==> config.mk <==
export PLATFORM = sky130hd
export DESIGN_NAME = rx_pkt_framer
export DESIGN_NICKNAME = d
export VERILOG_FILES = /design/src/rtl/rxf_pkg.sv /design/src/rtl/rxf_start_det.sv /design/src/rtl/rxf_len_track.sv /design/src/rtl/rxf_gap_count.sv /design/src/rtl/rx_pkt_framer.sv
export SDC_FILE = /design/constraint.sdc
export NUM_CORES = 1
export LEC_CHECK = 0
export ABC_AREA = 1
export CORE_MARGIN = 5
export CORE_UTILIZATION = 55
export DETAILED_ROUTE_END_ITERATION = 8
export DONT_BUFFER_PORTS = 1
export PLACE_DENSITY = 0.7
export SLEW_MARGIN = 20
export SYNTH_ARGS = -nofsm -noshare
export SYNTH_HDL_FRONTEND = slang
export SYNTH_SLANG_ARGS = --single-unit
==> constraint.sdc <==
create_clock -name clk -period 4.7 [get_ports clk]
set_input_delay 0.94 -clock clk [delete_from_list [all_inputs] [get_ports clk]]
set_output_delay 0.94 -clock clk [all_outputs]
set_load 0.02 [all_outputs]
==> src/rtl/rxf_pkg.sv <==
// Shared types and constants for the receive packet framer.
package rxf_pkg;
    // Byte tag carried on the output stream
    typedef enum logic [1:0] {
        TAG_LEN = 2'd0,
        TAG_PAY = 2'd1,
        TAG_CRC = 2'd2
    } tag_e;

    // Number of check bytes that follow the payload when CRC is enabled
    localparam int CRC_BYTES = 2;
endpackage

==> src/rtl/rxf_start_det.sv <==
// Start detector: flags a packet start when the chosen qualifier (marker
// match or correlation hit) is seen on two strobes in a row.
// Assumes: arm is high only while the framer searches; the pair history
// is cleared whenever it is low, so each start needs two fresh strobes.
module rxf_start_det (
    input  logic clk,
    input  logic rst_n,
    input  logic arm,
    input  logic sym_stb,
    input  logic framing_en,
    input  logic sop_match,
    input  logic corr_hit,
    output logic start
);
    logic cand;
    logic prev_q;

    // Pick the qualifier for the active start mode
    always_comb cand = framing_en ? sop_match : corr_hit;

    // Remember whether the previous strobe qualified
    always_ff @(posedge clk) begin
        if (!rst_n || !arm) prev_q <= 1'b0;
        else if (sym_stb)   prev_q <= cand;
    end

    // Start when this strobe and the previous one both qualify
    always_comb start = arm && sym_stb && cand && prev_q;
endmodule

==> src/rtl/rxf_len_track.sv <==
// Length tracker: after the length byte is loaded it counts the payload
// bytes and then the CRC bytes, and gives the tag and the last-byte flag
// for the next accepted byte.
// Assumes: load and take never come in the same cycle; len_val is within range.
module rxf_len_track
    import rxf_pkg::*;
#(
    parameter int CNT_W = 6
) (
    input  logic             clk,
    input  logic             rst_n,
    input  logic             load,
    input  logic             take,
    input  logic             crc_en,
    input  logic [CNT_W-1:0] len_val,
    output tag_e             cur_tag,
    output logic             last
);
    logic [CNT_W-1:0] pay_left;
    logic [1:0]       crc_left;

    // Load the counts on the length byte, then count bytes down
    always_ff @(posedge clk) begin
        if (!rst_n) begin
            pay_left <= '0;
            crc_left <= '0;
        end else if (load) begin
            pay_left <= len_val;
            crc_left <= crc_en ? 2'(CRC_BYTES) : 2'd0;
        end else if (take) begin
            if (pay_left != '0)      pay_left <= pay_left - 1'b1;
            else if (crc_left != '0) crc_left <= crc_left - 1'b1;
        end
    end

    // Tag and last-byte flag for the byte about to be accepted
    always_comb begin
        cur_tag = (pay_left != '0) ? TAG_PAY : TAG_CRC;
        last    = ((pay_left == CNT_W'(1)) && (crc_left == 2'd0)) ||
                  ((pay_left == '0) && (crc_left == 2'd1));
    end

    a_r4_take_nonempty: assert property (@(posedge clk) disable iff (!rst_n)
        take |-> ((pay_left != '0) || (crc_left != '0)))
        else $error("R4: byte taken with nothing left to count");

    a_r4_crc_bound: assert property (@(posedge clk) disable iff (!rst_n)
        crc_left <= 2'(CRC_BYTES))
        else $error("R4: CRC count above its bound");
endmodule

==> src/rtl/rxf_gap_count.sv <==
// Gap counter: counts strobes in a row with no correlation while the
// packet has no length field. It flags expiry on the strobe that reaches
// the limit. A limit of zero never expires.
// Assumes: lim stays the same while run is high.
module rxf_gap_count #(
    parameter int LIM_W = 4
) (
    input  logic             clk,
    input  logic             rst_n,
    input  logic             run,
    input  logic             sym_stb,
    input  logic             corr_hit,
    input  logic [LIM_W-1:0] lim,
    output logic             expire
);
    logic [LIM_W-1:0] cnt;
    logic [LIM_W:0]   cnt_inc;
    logic             miss;

    // Detect a miss strobe and whether it completes the run
    always_comb begin
        miss    = run && sym_stb && !corr_hit;
        cnt_inc = {1'b0, cnt} + {{LIM_W{1'b0}}, 1'b1};
        expire  = miss && (lim != '0) && (cnt_inc == {1'b0, lim});
    end

    // Count misses in a row; clear on a hit, on expiry or when idle
    always_ff @(posedge clk) begin
        if (!rst_n || !run)           cnt <= '0;
        else if (sym_stb) begin
            if (corr_hit || expire)   cnt <= '0;
            else                      cnt <= cnt + 1'b1;
        end
    end

    a_r5_cnt_below_lim: assert property (@(posedge clk) disable iff (!rst_n)
        (lim != '0) |-> (cnt < lim))
        else $error("R5: miss count passed its limit");
endmodule

==> src/rtl/rx_pkt_framer.sv <==
// Receive packet framer top. A three-state controller (search, length,
// body) takes its start from the start detector. It ends a packet through
// the length tracker or through the gap counter and byte cap, and it
// registers every output.
// Assumes: configuration inputs are steady while a packet is active.
module rx_pkt_framer
    import rxf_pkg::*;
#(
    parameter int MAX_LEN = 40,
    parameter int BYTE_W  = 8,
    parameter int LIM_W   = 4
) (
    input  logic              clk,
    input  logic              rst_n,
    input  logic              sym_stb,
    input  logic              corr_hit,
    input  logic              sop_match,
    input  logic              din_vld,
    input  logic [BYTE_W-1:0] din,
    input  logic              cfg_framing_en,
    input  logic              cfg_len_en,
    input  logic              cfg_crc_en,
    input  logic [LIM_W-1:0]  cfg_gap_lim,
    output logic              pkt_active,
    output logic              dout_vld,
    output logic [BYTE_W-1:0] dout,
    output logic [1:0]        dout_tag,
    output logic              sop_pulse,
    output logic              eop_pulse,
    output logic              err_pulse
);
    localparam int              CNT_W = $clog2(MAX_LEN + 1);
    localparam logic [BYTE_W-1:0] MAX_B = BYTE_W'(MAX_LEN);

    typedef enum logic [1:0] {ST_SEARCH, ST_LEN, ST_BODY} st_e;

    st_e              state;
    logic             len_mode_q;
    logic [CNT_W-1:0] fcnt;
    tag_e             dout_tag_q;

    logic acc, len_mode, len_ok, len_empty, start;
    logic load, take, gap_run, gap_exp, cap_hit, trk_last;
    tag_e trk_tag;

    // Decode accepted bytes and length-field conditions
    always_comb begin
        acc       = sym_stb && din_vld;
        len_mode  = cfg_framing_en && cfg_len_en;
        len_ok    = (din <= MAX_B);
        len_empty = (din == '0) && !cfg_crc_en;
        load      = (state == ST_LEN) && acc && len_ok;
        take      = (state == ST_BODY) && len_mode_q && acc;
        gap_run   = (state == ST_BODY) && !len_mode_q;
        cap_hit   = gap_run && acc && (fcnt == CNT_W'(MAX_LEN - 1));
    end

    rxf_start_det u_start (
        .clk        (clk),
        .rst_n      (rst_n),
        .arm        (state == ST_SEARCH),
        .sym_stb    (sym_stb),
        .framing_en (cfg_framing_en),
        .sop_match  (sop_match),
        .corr_hit   (corr_hit),
        .start      (start)
    );

    rxf_len_track #(.CNT_W(CNT_W)) u_len (
        .clk     (clk),
        .rst_n   (rst_n),
        .load    (load),
        .take    (take),
        .crc_en  (cfg_crc_en),
        .len_val (din[CNT_W-1:0]),
        .cur_tag (trk_tag),
        .last    (trk_last)
    );

    rxf_gap_count #(.LIM_W(LIM_W)) u_gap (
        .clk      (clk),
        .rst_n    (rst_n),
        .run      (gap_run),
        .sym_stb  (sym_stb),
        .corr_hit (corr_hit),
        .lim      (cfg_gap_lim),
        .expire   (gap_exp)
    );

    // Frame controller and registered output stream
    always_ff @(posedge clk) begin
        if (!rst_n) begin
            state      <= ST_SEARCH;
            len_mode_q <= 1'b0;
            fcnt       <= '0;
            dout_vld   <= 1'b0;
            dout       <= '0;
            dout_tag_q <= TAG_LEN;
            sop_pulse  <= 1'b0;
            eop_pulse  <= 1'b0;
            err_pulse  <= 1'b0;
        end else begin
            sop_pulse <= 1'b0;
            eop_pulse <= 1'b0;
            err_pulse <= 1'b0;
            dout_vld  <= 1'b0;
            unique case (state)
                ST_SEARCH: begin
                    if (start) begin
                        sop_pulse  <= 1'b1;
                        len_mode_q <= len_mode;
                        fcnt       <= '0;
                        state      <= len_mode ? ST_LEN : ST_BODY;
                    end
                end
                ST_LEN: begin
                    if (acc) begin
                        dout_vld   <= 1'b1;
                        dout       <= din;
                        dout_tag_q <= TAG_LEN;
                        if (!len_ok) begin
                            err_pulse <= 1'b1;
                            state     <= ST_SEARCH;
                        end else if (len_empty) begin
                            eop_pulse <= 1'b1;
                            state     <= ST_SEARCH;
                        end else begin
                            state     <= ST_BODY;
                        end
                    end
                end
                ST_BODY: begin
                    if (len_mode_q) begin
                        if (acc) begin
                            dout_vld   <= 1'b1;
                            dout       <= din;
                            dout_tag_q <= trk_tag;
                            if (trk_last) begin
                                eop_pulse <= 1'b1;
                                state     <= ST_SEARCH;
                            end
                        end
                    end else begin
                        if (acc) begin
                            dout_vld   <= 1'b1;
                            dout       <= din;
                            dout_tag_q <= TAG_PAY;
                            fcnt       <= fcnt + 1'b1;
                        end
                        if (gap_exp || cap_hit) begin
                            eop_pulse <= 1'b1;
                            state     <= ST_SEARCH;
                        end
                    end
                end
                default: state <= ST_SEARCH;
            endcase
        end
    end

    // Drive status and tag ports from the controller state
    always_comb begin
        pkt_active = (state != ST_SEARCH);
        dout_tag   = dout_tag_q;
    end

    a_r1_sop_active: assert property (@(posedge clk) disable iff (!rst_n)
        sop_pulse |-> pkt_active)
        else $error("R1: start pulse without active packet");

    a_r7_eop_idle: assert property (@(posedge clk) disable iff (!rst_n)
        eop_pulse |-> !pkt_active)
        else $error("R7: still active at end pulse");

    a_r7_err_idle: assert property (@(posedge clk) disable iff (!rst_n)
        err_pulse |-> (!pkt_active && !eop_pulse))
        else $error("R7: error pulse with active packet or end pulse");

    a_r3_err_len: assert property (@(posedge clk) disable iff (!rst_n)
        (dout_vld && (dout_tag == TAG_LEN) && (dout > MAX_B)) |-> err_pulse)
        else $error("R3: oversized length without error pulse");

    a_r8_strobe_gated: assert property (@(posedge clk) disable iff (!rst_n)
        (dout_vld || sop_pulse || eop_pulse || err_pulse) |-> $past(sym_stb))
        else $error("R8: output event without a preceding strobe");
endmodule

==> Word level (Yosys, flattened, before mapping) <==
Index checks and enable logic that the tools add are counted.
{ "totals": {"reg_bits": 36, "latchBits": 0, "mem_bits_rw": 0, "romBits": 0, "input_bits": 21, "out_inout_bits": 15, "elab_cells": 128, "memories": 0} }
{ "op_classes": {"n_addsub": 5, "multipliers": 0, "n_div": 0, "order_cmp": 1, "n_eq_ne": 14, "shifts": 0, "n_mux": 41, "bitwise": 0, "reduce_logical": 54} }
{ "op_table": {"columns": ["operator", "count"], "rows": [
  ["$mux W2", 19],
  ["$mux W6", 6],
  ["$logic_and A1 B1 Y1", 19],
  ["$reduce_bool A2 Y1", 7],
  ["$pmux W6 S2", 1],
  ["$mux W1", 11],
  ["$ne A2 B2 Y1 const B", 5],
  ["$reduce_and A2 Y1", 5],
  ["$reduce_and A3 Y1", 3],
  ["$le A8 B6 Y1 const B", 1],
  ["$logic_not A8 Y1", 1],
  ["$add A6 B1 Y6 const B", 1],
  ["$eq A6 B1 Y1 const B", 1],
  ["$eq A6 B6 Y1 const B", 1],
  ["$logic_not A1 Y1", 6],
  ["$logic_not A6 Y1", 1],
  ["$ne A3 B3 Y1 const B", 2],
  ["$pmux W2 S3", 1],
  ["$reduce_bool A6 Y1", 1],
  ["$sub A6 B1 Y6 const B", 1],
  ["$add A4 B1 Y5 const B", 1],
  ["$eq A5 B4 Y1", 1],
  ["$logic_or A1 B1 Y1", 5],
  ["$reduce_and A5 Y1", 1],
  ["12 further kinds", 14]
]} }

==> Logic depth before layout (Yosys ltp) <==
Gate-level depths: netlist of run 1.
{ "depth": {"word_depth": 10, "ltp_mapped": 12, "mapped_depth_nobuf": 12} }

==> Cells and area by module <==
From an unflattened synthesis of run 1, not the netlist that was laid out.
{ "hier_totals": {"cells_unflattened": 332, "hier_area_um2": 2177.1} }
{ "modules_own_cells": {"columns": ["module", "n_inst", "cells_per_inst", "area_per_inst_um2", "seq_area_each_um2"], "rows": [
  ["rx_pkt_framer", 1, 175, 1173.6, 460.4],
  ["rxf_len_track", 1, 88, 585.6, 160.2],
  ["rxf_gap_count", 1, 56, 341.6, 80.1],
  ["rxf_start_det", 1, 13, 76.3, 20.0]
]} }

==> Least setup slack after synthesis of run 1 <==
No wires, ideal clock.
{ "synth_timing": {"path_kind": "input to register", "startpoint": "input port sym_stb", "endpoint": "register u_len.crc_left[1]", "setup_time_ps": 113, "arrival_time_ps": 1847, "required_ps": 4587, "setup_slack_ps": 2739, "stages": 9, "path_buffers": 1, "path_cell_list": "buf_4 -> nand2_4 -> nor2_1 -> nand2_1 -> or2_1 -> nand2_1 -> o21ai_1 -> o21ai_1 -> nor2_1"} }
{ "synth_via": {"elab_chain_cells": 5, "word_cells_on_any_way": 9, "classes_between": "eq/ne (1); mux (1); reduce/logical (7)"} }
{ "synth_rtl": {"columns": ["element", "line", "rtl"], "rows": [
  ["from (decl)", "rx_pkt_framer.sv:15", "input logic sym_stb,"],
  ["$logic_and A1 B1 Y1 *", "rx_pkt_framer.sv:48", "acc = sym_stb && din_vld;"],
  ["$logic_and A1 B1 Y1 (2 in a row)", "rx_pkt_framer.sv:52", "load = (state == ST_LEN) && acc && len_ok;"],
  ["$ne A2 B2 Y1 (no source line) or $reduce_bool A2 Y1 (tied branches)", null, null],
  ["$reduce_and A3 Y1 (no source line)", null, null],
  ["to (signal assigned)", "rxf_len_track.sv:29", "crc_left <= crc_en ? 2'(CRC_BYTES) : 2'd0;"],
  ["to (signal assigned)", "rxf_len_track.sv:32", "else if (crc_left != '0) crc_left <= crc_left - 1'b1;"],
  ["to (decl)", "rxf_len_track.sv:20", "logic [1:0] crc_left;"]
]} }
Mark *: on every way between the ends. The rest lies on a longest branch, timed or not.
A chain may end at the register's enable or synchronous reset.

==> Final worst setup path of run 1 <==
{ "layout_timing": {"startpoint": "register state[0]", "endpoint": "output port pkt_active"} }
{ "layout_via": {"elab_chain_cells": 1} }
{ "layout_rtl": {"columns": ["element", "line", "rtl"], "rows": [
  ["from (decl)", "rx_pkt_framer.sv:37", "st_e state;"],
  ["from (signal assigned)", "rx_pkt_framer.sv:113", "state <= len_mode ? ST_LEN : ST_BODY;"],
  ["$reduce_bool A2 Y1", "rx_pkt_framer.sv:163", "pkt_active = (state != ST_SEARCH);"],
  ["to (decl)", "rx_pkt_framer.sv:24", "output logic pkt_active,"]
]} }
Every way passes these cells.

==> impl_metrics.json, run 1 <==
{
  "start_util_pct": 55.97,
  "fin_tns_setup_ns": 0,
  "antenna_found_initial": 0,
  "cp_top_family": "flip-flops",
  "pwr-share-comb_pct": 22.0,
  "drt_iter0_drc": 92,
  "start_kind": "register",
  "fmax_ghz": 0.4784,
  "cts_buffers": 5,
  "wirelength_um": 4452,
  "synth_seq_cells": 36,
  "p_leak_nw": 0.9099,
  "period_share_pct": 44.48,
  "crit_buf_inv": 2,
  "design.core.area_mm2": 0.003606,
  "cp_slowest_cell": "dfxtp_1",
  "postCtsResizedCells": 0,
  "antenna_cells": 0,
  "vias": 1799,
  "clk_pin_slew_ns": 0.07,
  "first_pass_iters": 5,
  "crit_arrival_ns": 1.15,
  "vias_per_cell": 5.276,
  "port_buffers": 0,
  "finalHoldViolCount": 0,
  "grt.total_usage_pct": 18.60,
  "postSynthCellCount": 291,
  "clkSinkCount": 36,
  "seqPwrFrac_pct": 44.3,
  "rsz0062_at_grt": "no",
  "skew_ns": 0.003765,
  "route.detailed.wl_per_inst_um": 13.06,
  "ys_types": 34,
  "fin_nets": 322,
  "r2r_start": "state[0]$_SDFFE_PN0P_",
  "powerDensity_mw_per_mm2": 371.9,
  "min_period_ns": 2.090,
  "netlist_area_mm2": 0.002018,
  "path_class": "reg -> out",
  "ys_seq_area_share_pct": 35.71,
  "setup_viol": 0,
  "worst_ep_required_time_ns": 3.76,
  "yosysWarnings": 0,
  "min_path_type": "reg -> reg",
  "critPathCaptureType": "output port",
  "grt_start_max_net_pins": 18,
  "synth.avg_cell_area_um2": 6.935,
  "drc": 0,
  "clk_path_buf_depth": 2,
  "syn_to_final_growth_pct": 6.510,
  "holdPathEnd": "u_start.prev_q$_SDFFE_PN0P_",
  "status": "completed",
  "cts_root_buffer": "clkbuf_8",
  "p_switching_uw": 256.5,
  "slew-limit-headroom_pct": 64.08,
  "drv_slew": 0,
  "cts_hold_buf": 0,
  "gr-total-overflow": 0,
  "clkPwrFrac_pct": 33.7,
  "critPathMaxStageDelay_ns": 0.36,
  "hpwl_um": 3385,
  "worstHoldPathCells": 2,
  "hold_start": "u_start.prev_q$_SDFFE_PN0P_",
  "grt_pass1_vias": 1693,
  "cts.htree.levels": 2,
  "drive_above_1_share_pct": 9.215,
  "peakVddDrop_mv": 0.3283,
  "clkLatencyLatePin_ns": 0.29,
  "maxCapViolCount": 0,
  "synthesis.nets": 321,
  "r2r_end": "state[1]$_SDFFE_PN0P_",
  "utilization_pct": 59.61,
  "grt_pass1_wl_um": 7555,
  "layout_commonest_cell": "nand2_1",
  "ant_nets": 0,
  "reg2reg_depth": 11,
  "layout_common_cells": "nand2_1, nor2_1, dfxtp_1, inv_1",
  "gp_congestion": 0.8287,
  "cp_cell_sequence": "inv_1 > ha_1 > inv_2",
  "boundaryPins": 36,
  "cts_tree": "yes",
  "rows": 22,
  "post-cts-setup-buffer-count": 0,
  "rrSetupSlack_ns": 2.93,
  "worst_pin_slew_ns": 0.5354,
  "dieWidth_um": 70.58,
  "sw_frac_of_total_pct": 32.08,
  "die_h_um": 70.58,
  "internal_power_uw": 543.0,
  "dieArea_mm2": 0.004981,
  "worst-path-max-fanout": 4
}
[cell families (layout without fill, tap and decap cells)]
family	count (synthesis)	in the layout	synth area share [%]
compound gates	48	48	12.71
flops	36	36	35.71
fa+ha+maj	9	9	5.580
xor+xnor	9	9	3.906
simple gates	146	146	33.42
buf+inv	43	45	8.680
[power by group through the flow]
stage,registers (mW),logic [mW],clock network [mW]
global placement,0.362,0.174,0
finish,0.354,0.176,0.269
global route,0.358,0.201,0.286
CTS,0.355,0.176,0.272
detailed placement,0.362,0.174,0
floorplan,0.358,0.148,0
[Yosys cell counts]
cell type	count	area, um2
a211oi_1	1	7.510
buf_2	2	10.01
dfxtp_1	36	720.7
xor2_1	6	52.55
a21boi_1	1	7.510
xnor2_1	3	26.28
a21oi_1	26	130.1
nor3_1	6	30.03
o22ai_1	1	6.260
o211ai_1	1	7.510
nor2_1	36	135.1
nand2_4	2	22.52
inv_1	28	105.1
nand3_1	26	130.1
buf_6	1	11.26
o21ai_0	5	25.02
o21ai_2	2	17.52
inv_2	8	30.03
buf_4	1	7.510
or2_1	1	6.260
clkinv_1	1	3.750
clkbuf_1	2	7.510
nand2_2	3	18.77
nor2_2	1	6.260
nand3_2	1	10.01
ha_1	9	112.6
nand4_2	1	12.51
o21ai_1	11	55.05
nand2_1	56	210.2
nor3_2	2	20.02
nand4_1	7	43.79
nor3b_1	1	7.510
and3_1	1	6.260
nand3b_1	2	15.01
[per-stage QoR]
stage	cell area [um2]	hold slack, ns	total power [mW]	cells	worst slack [ns]
floorplan	2018	0.4637	0.5059	291	2.739
global placement	2042	0.4832	0.5356	333	2.623
detailed placement	2042	0.4804	0.5356	333	2.553
CTS	2150	0.4947	0.8024	341	2.612
global route	2150	0.5206	0.8447	341	2.550
finish	2150	0.4940	0.7995	341	2.610
[flip-flops by register name, indices dropped and copies added, names as in the netlist]
register / count
dout: 8
dout_tag: 2
dout_vld: 1
eop_pulse: 1
err_pulse: 1
fcnt: 6
len_mode_q: 1
sop_pulse: 1
state: 2
u_gap.cnt: 4
u_len.crc_left: 2
u_len.pay_left: 6
u_start.prev_q: 1
[per-layer routing]
metal	share of wire, %	GRT usage (%)	up-vias
li1	-	-	949
met1	44	22.33	805
met2	49	32.22	36
met3	5.4	5.256	9
met4	1.6	5.846	0
met5	0	0	-
[how the worst max path moves through the flow]
stage / depth (start not counted) / to / startpoint / slack [ns]
2_1_floorplan: 9 / u_len.crc_left[1]$_SDFFE_PN0P_ / sym_stb / 2.74
3_3_place_gp: 9 / u_len.pay_left[2]$_SDFFE_PN0P_ / din[7] / 2.62
3_5_place_dp: 9 / u_len.pay_left[2]$_SDFFE_PN0P_ / din[7] / 2.55
4_1_cts: 3 / pkt_active / state[0]$_SDFFE_PN0P_ / 2.61
5_1_grt: 3 / pkt_active / state[0]$_SDFFE_PN0P_ / 2.55
6_report: 3 / pkt_active / state[0]$_SDFFE_PN0P_ / 2.61
[tightest hold or removal path: stages (launching register included)]
cell and delay (ns):
dfxtp_1 0.32, nand2_1 0.07, a211oi_1 0.06
[final cells by class]
class	count	area, um2
tap	48	60.06
clock inverter	2	35.03
sequential	36	720.7
clock buffer	6	72.57
fill	344	1456
multi-input combinational	212	1122
inverter	37	138.9
(Power assumes the default switching activity.)
==> run 2, diff against run 1 <==
clock period = 2 ns   (was 4.7 ns; I/O delays follow)
==> impl_metrics.json, run 2 (synthesis results as in run 1) <==
{
  "status": "completed",
  "fin_tns_setup_ns": 0,
  "maxCapViolCount": 0,
  "path_class": "reg -> reg",
  "start_util_pct": 55.97,
  "gr-total-overflow": 0,
  "grt_pass1_vias": 1745,
  "cts_root_buffer": "clkbuf_8",
  "startpoint": "state[0]$_SDFFE_PN0P_",
  "gp_congestion": 0.8748,
  "hpwl_um": 3413,
  "critPathCaptureType": "register",
  "skew_ns": 0.004554,
  "r2r_start": "state[0]$_SDFFE_PN0P_",
  "peakVddDrop_mv": 0.5290,
  "p_total_mw": 1.805,
  "start_kind": "register",
  "grt.total_usage_pct": 18.84,
  "die_h_um": 70.58,
  "first_pass_iters": 4,
  "place_ws_ns": 0.2336,
  "antenna_found_initial": 0,
  "vias": 1863,
  "met2_length_um": 2105,
  "finalHoldViolCount": 0,
  "min_path_type": "in -> reg",
  "crit_arrival_ns": 1.97,
  "design.core.area_mm2": 0.003606,
  "powerDensity_mw_per_mm2": 837.6,
  "reg2reg_depth": 11,
  "setup_viol": 0,
  "dieArea_mm2": 0.004981,
  "rows": 22,
  "whs_ns": 0.2118,
  "period_share_pct": 89.58,
  "rsz0062_at_grt": "no",
  "grt_pass1_wl_um": 7693,
  "fin_ws_ns": 0.2085,
  "vias_per_cell": 5.416,
  "antenna_cells": 0,
  "min_period_ns": 1.792,
  "rrSetupSlack_ns": 0.21,
  "largest_registers": "dout x8, fcnt x6, u_len.pay_left x6",
  "multi_input_area_mm2": 0.001122,
  "layout_commonest_cell": "nand2_1",
  "postCtsResizedCells": 0,
  "dieWidth_um": 70.58,
  "clk_pin_slew_ns": 0.07,
  "port_buffers": 0,
  "ant_nets": 0,
  "route.detailed.wl_per_inst_um": 12.78,
  "regArea_um2": 720.7,
  "cp-endpoint": "state[1]$_SDFFE_PN0P_",
  "cts.htree.levels": 2,
  "worst_pin_slew_ns": 0.3158,
  "cts_buffers": 5,
  "utilization_pct": 59.75,
  "clkSinkCount": 36,
  "post-cts-setup-buffer-count": 0,
  "drt_iter0_drc": 128,
  "highest_layer": "met4",
  "fmax_ghz": 0.5582,
  "syn_to_final_growth_pct": 6.758,
  "fin_nets": 325,
  "layout_common_cells": "nand2_1, nor2_1, dfxtp_1, inv_1",
  "top_register": "dout",
  "clk_path_buf_depth": 2,
  "clkLatencyLatePin_ns": 0.29,
  "wl_met1_um": 1925,
  "route.met3.wl_um": 267,
  "fill_cells": 364,
  "r2r_end": "state[1]$_SDFFE_PN0P_",
  "cts_hold_buf": 0,
  "slew-limit-headroom_pct": 78.90,
  "cts_tree": "yes",
  "drc": 0,
  "worst-path-max-fanout": 6,
  "drive_above_1_share_pct": 9.797,
  "boundaryPins": 36,
  "wirelength_um": 4396,
  "p_leak_nw": 0.9156,
  "drv_slew": 0,
  "worst_ep_required_time_ns": 2.18,
  "grt_start_max_net_pins": 14,
  "largest_register_ffs": 8
}
run 2: final cells by class:
| class | count | share of cell area [%] |
|---|---|---|
| tap | 48 | 2.787 |
| multi-input combinational | 212 | 52.09 |
| clock buffer | 8 | 4.181 |
| sequential | 36 | 33.45 |
| inverter | 37 | 6.446 |
| timing repair buffer | 3 | 1.045 |
run 2: stage by stage:
| step | std cells | instance area (um2) |
|---|---|---|
| after detailed placement | 336 | 2064 |
| final | 344 | 2155 |
| after global routing | 344 | 2155 |
| after floorplan | 291 | 2018 |
| after global placement | 336 | 2064 |
| after CTS | 344 | 2155 |
run 2: power by group:
group	switching (mW)	leakage (nW)	total [mW]	internal, mW
combinational	0.286	0.579	0.438	0.152
sequential	0.0643	0.291	0.832	0.768
clock	0.254	0.0455	0.535	0.281
run 2: how the worst min path moves through the flow:
stage / startpoint / to / cells past startpoint
after floorplan: u_start.prev_q$_SDFFE_PN0P_ / u_start.prev_q$_SDFFE_PN0P_ / 2
after global placement: u_start.prev_q$_SDFFE_PN0P_ / u_start.prev_q$_SDFFE_PN0P_ / 2
after detailed placement: u_start.prev_q$_SDFFE_PN0P_ / u_start.prev_q$_SDFFE_PN0P_ / 2
after CTS: rst_n / u_len.pay_left[5]$_SDFFE_PN0P_ / 2
after global routing: rst_n / u_len.pay_left[5]$_SDFFE_PN0P_ / 2
final: rst_n / u_len.pay_left[5]$_SDFFE_PN0P_ / 2
run 2: layer usage:
layer | track usage (%) | up-vias
met5 | 0 | -
met4 | 8.351 | 0
met3 | 4.830 | 10
met2 | 31.19 | 48
met1 | 23.12 | 846
li1 | - | 959
run 2: worst max-delay path, cell delays in order, from the launching register on:
cell and delay [ns]:
dfxtp_1 0.33, inv_1 0.09, ha_1 0.28, nand2_2 0.13, nor2_1 0.13, nand3_1 0.08
nor2_1 0.13, nand3_2 0.15, nand3_1 0.18, nand3_1 0.09, nand2_1 0.07, nor2_1 0.04
==> run 3, diff against run 2 <==
CORE_MARGIN = default   (was 5)
==> impl_metrics.json, run 3 (synthesis results as in run 1) <==
{
  "cts_hold_buf": 0,
  "crit_arrival_ns": 2.00,
  "clk_pin_slew_ns": 0.11,
  "hold_start": "rst_n",
  "status": "completed",
  "die_h_um": 62.58,
  "path_class": "reg -> reg",
  "start_util_pct": 59.08,
  "antenna_found_initial": 0,
  "clkLatencyLatePin_ns": 0.34,
  "grt.total_usage_pct": 22.87,
  "worst-path-max-fanout": 6,
  "skew_ns": 0.006320,
  "top_register": "dout",
  "cp_cell_sequence": "inv_1 > ha_2 > nand2_2 > nor2_1 > nand3_1 > nor2_1 > nand3_2 > nand3_1 > nand3_1 > nand2_1 > nor2_1",
  "boundaryPins": 36,
  "grt_pass1_vias": 1682,
  "wirelength_um": 4165,
  "worst_pin_slew_ns": 0.2877,
  "first_pass_iters": 4,
  "rows": 21,
  "cts_root_buffer": "clkbuf_4",
  "cp_slowest_cell": "dfxtp_1",
  "largest_registers": "dout x8, fcnt x6, u_len.pay_left x6",
  "fin_nets": 324,
  "critPathCaptureType": "register",
  "largest_register_ffs": 8,
  "clk_path_buf_depth": 2,
  "gp_congestion": 0.8401,
  "worst_ep_required_time_ns": 2.24,
  "hpwl_um": 3204,
  "p_leak_nw": 0.9148,
  "layout_common_cells": "nand2_1, nor2_1, dfxtp_1, inv_1",
  "dieArea_mm2": 0.003916,
  "finalInstanceArea_mm2": 0.002152,
  "peakVddDrop_mv": 0.4829,
  "multi_input_area_mm2": 0.001125,
  "cts_tree": "yes",
  "drt_iter0_drc": 97,
  "powerDensity_mw_per_mm2": 850.9,
  "period_share_pct": 87.74,
  "cts_buffers": 5,
  "port_buffers": 0,
  "fin_tns_setup_ns": 0,
  "rsz0062_at_grt": "no",
  "grt_start_max_net_pins": 16,
  "r2r_start": "state[0]$_SDFFE_PN0P_",
  "startpoint": "state[0]$_SDFFE_PN0P_",
  "layout_commonest_cell": "nand2_1",
  "start_kind": "register",
  "min_path_type": "in -> reg",
  "gr-total-overflow": 0,
  "postPlaceCellArea_mm2": 0.002054,
  "slew-limit-headroom_pct": 80.78,
  "critPathMaxStageDelay_ns": 0.34,
  "fill_cells": 335,
  "maxCapViolCount": 0,
  "setup_viol": 0,
  "min_period_ns": 1.755,
  "vias_per_cell": 5.320,
  "finalHoldViolCount": 0,
  "post-cts-setup-buffer-count": 0,
  "vias": 1814,
  "drc": 0,
  "dieWidth_um": 62.58,
  "drv_slew": 0,
  "design.core.area_mm2": 0.003416,
  "antenna_cells": 0,
  "cts.htree.levels": 2,
  "regArea_um2": 720.7,
  "drive_above_1_share_pct": 10.51,
  "postCtsResizedCells": 0,
  "syn_to_final_growth_pct": 6.633,
  "clkSinkCount": 36,
  "fmax_ghz": 0.5698,
  "ant_nets": 0,
  "route.detailed.wl_per_inst_um": 12.21,
  "grt_pass1_wl_um": 7127
}
-- run 3: cell count changes in the layout (fill, tap and decap cells not counted) --
cell       before  now
clkbuf_1        2    0
bufinv_16       0    1
buf_4           3    2
clkbuf_8        6    2
clkbuf_4        0    5
ha_1            9    8
ha_2            0    1
-- run 3: final timing paths --
kind | endpoint | slack, ns | depth (start not counted)
worst max-delay path | state[0]$_SDFFE_PN0P_ | 0.25 | 11
worst min-delay path | u_len.pay_left[5]$_SDFFE_PN0P_ | 0.16 | 2
worst min register to register | u_start.prev_q$_SDFFE_PN0P_ | 0.50 | 2
worst max register to register | state[0]$_SDFFE_PN0P_ | 0.25 | 11
-- run 3: layer usage --
layer,global-route usage [%],wire [um],vias to the layer above
met5,0,0,-
met4,6.977,43,0
met3,7.117,251,5
met2,38.99,1874,39
met1,27.31,1996,809
li1,-,-,961
-- run 3: power by group --
part	leakage (nW)	switching [mW]	total (mW)	internal, mW
clock network	0.0515	0.238	0.570	0.332
registers	0.291	0.0638	0.832	0.768
logic	0.572	0.279	0.430	0.151
-- run 3: layout make-up --
| cell class | count | area share (%) |
|---|---|---|
| multi-input combinational | 212 | 52.27 |
| tap | 46 | 2.674 |
| clock buffer | 7 | 3.023 |
| sequential | 36 | 33.49 |
| clock inverter | 1 | 1.395 |
| timing repair buffer | 2 | 0.6977 |
| inverter | 37 | 6.453 |
-- run 3: critical path: cells and delay by family, from the launching register on --
| family | cells | cell delay (ns) |
|---|---|---|
| simple gates | 9 | 0.99 |
| flops | 1 | 0.34 |
| buf+inv | 1 | 0.08 |
| fa+ha+maj | 1 | 0.24 |
-- run 3: per-stage QoR --
stage	hold WS (ns)	power, mW	setup WS [ns]	cells	util (%)
detailed placement	0.4870	1.271	0.2220	333	60.15
floorplan	0.4637	1.189	0.4878	291	-
global route	0.1403	1.944	0.01860	341	63.00
CTS	0.1493	1.844	0.1864	341	62.93
finish	0.1601	1.831	0.2451	341	63.00
global placement	0.4825	1.273	0.2357	333	60.15
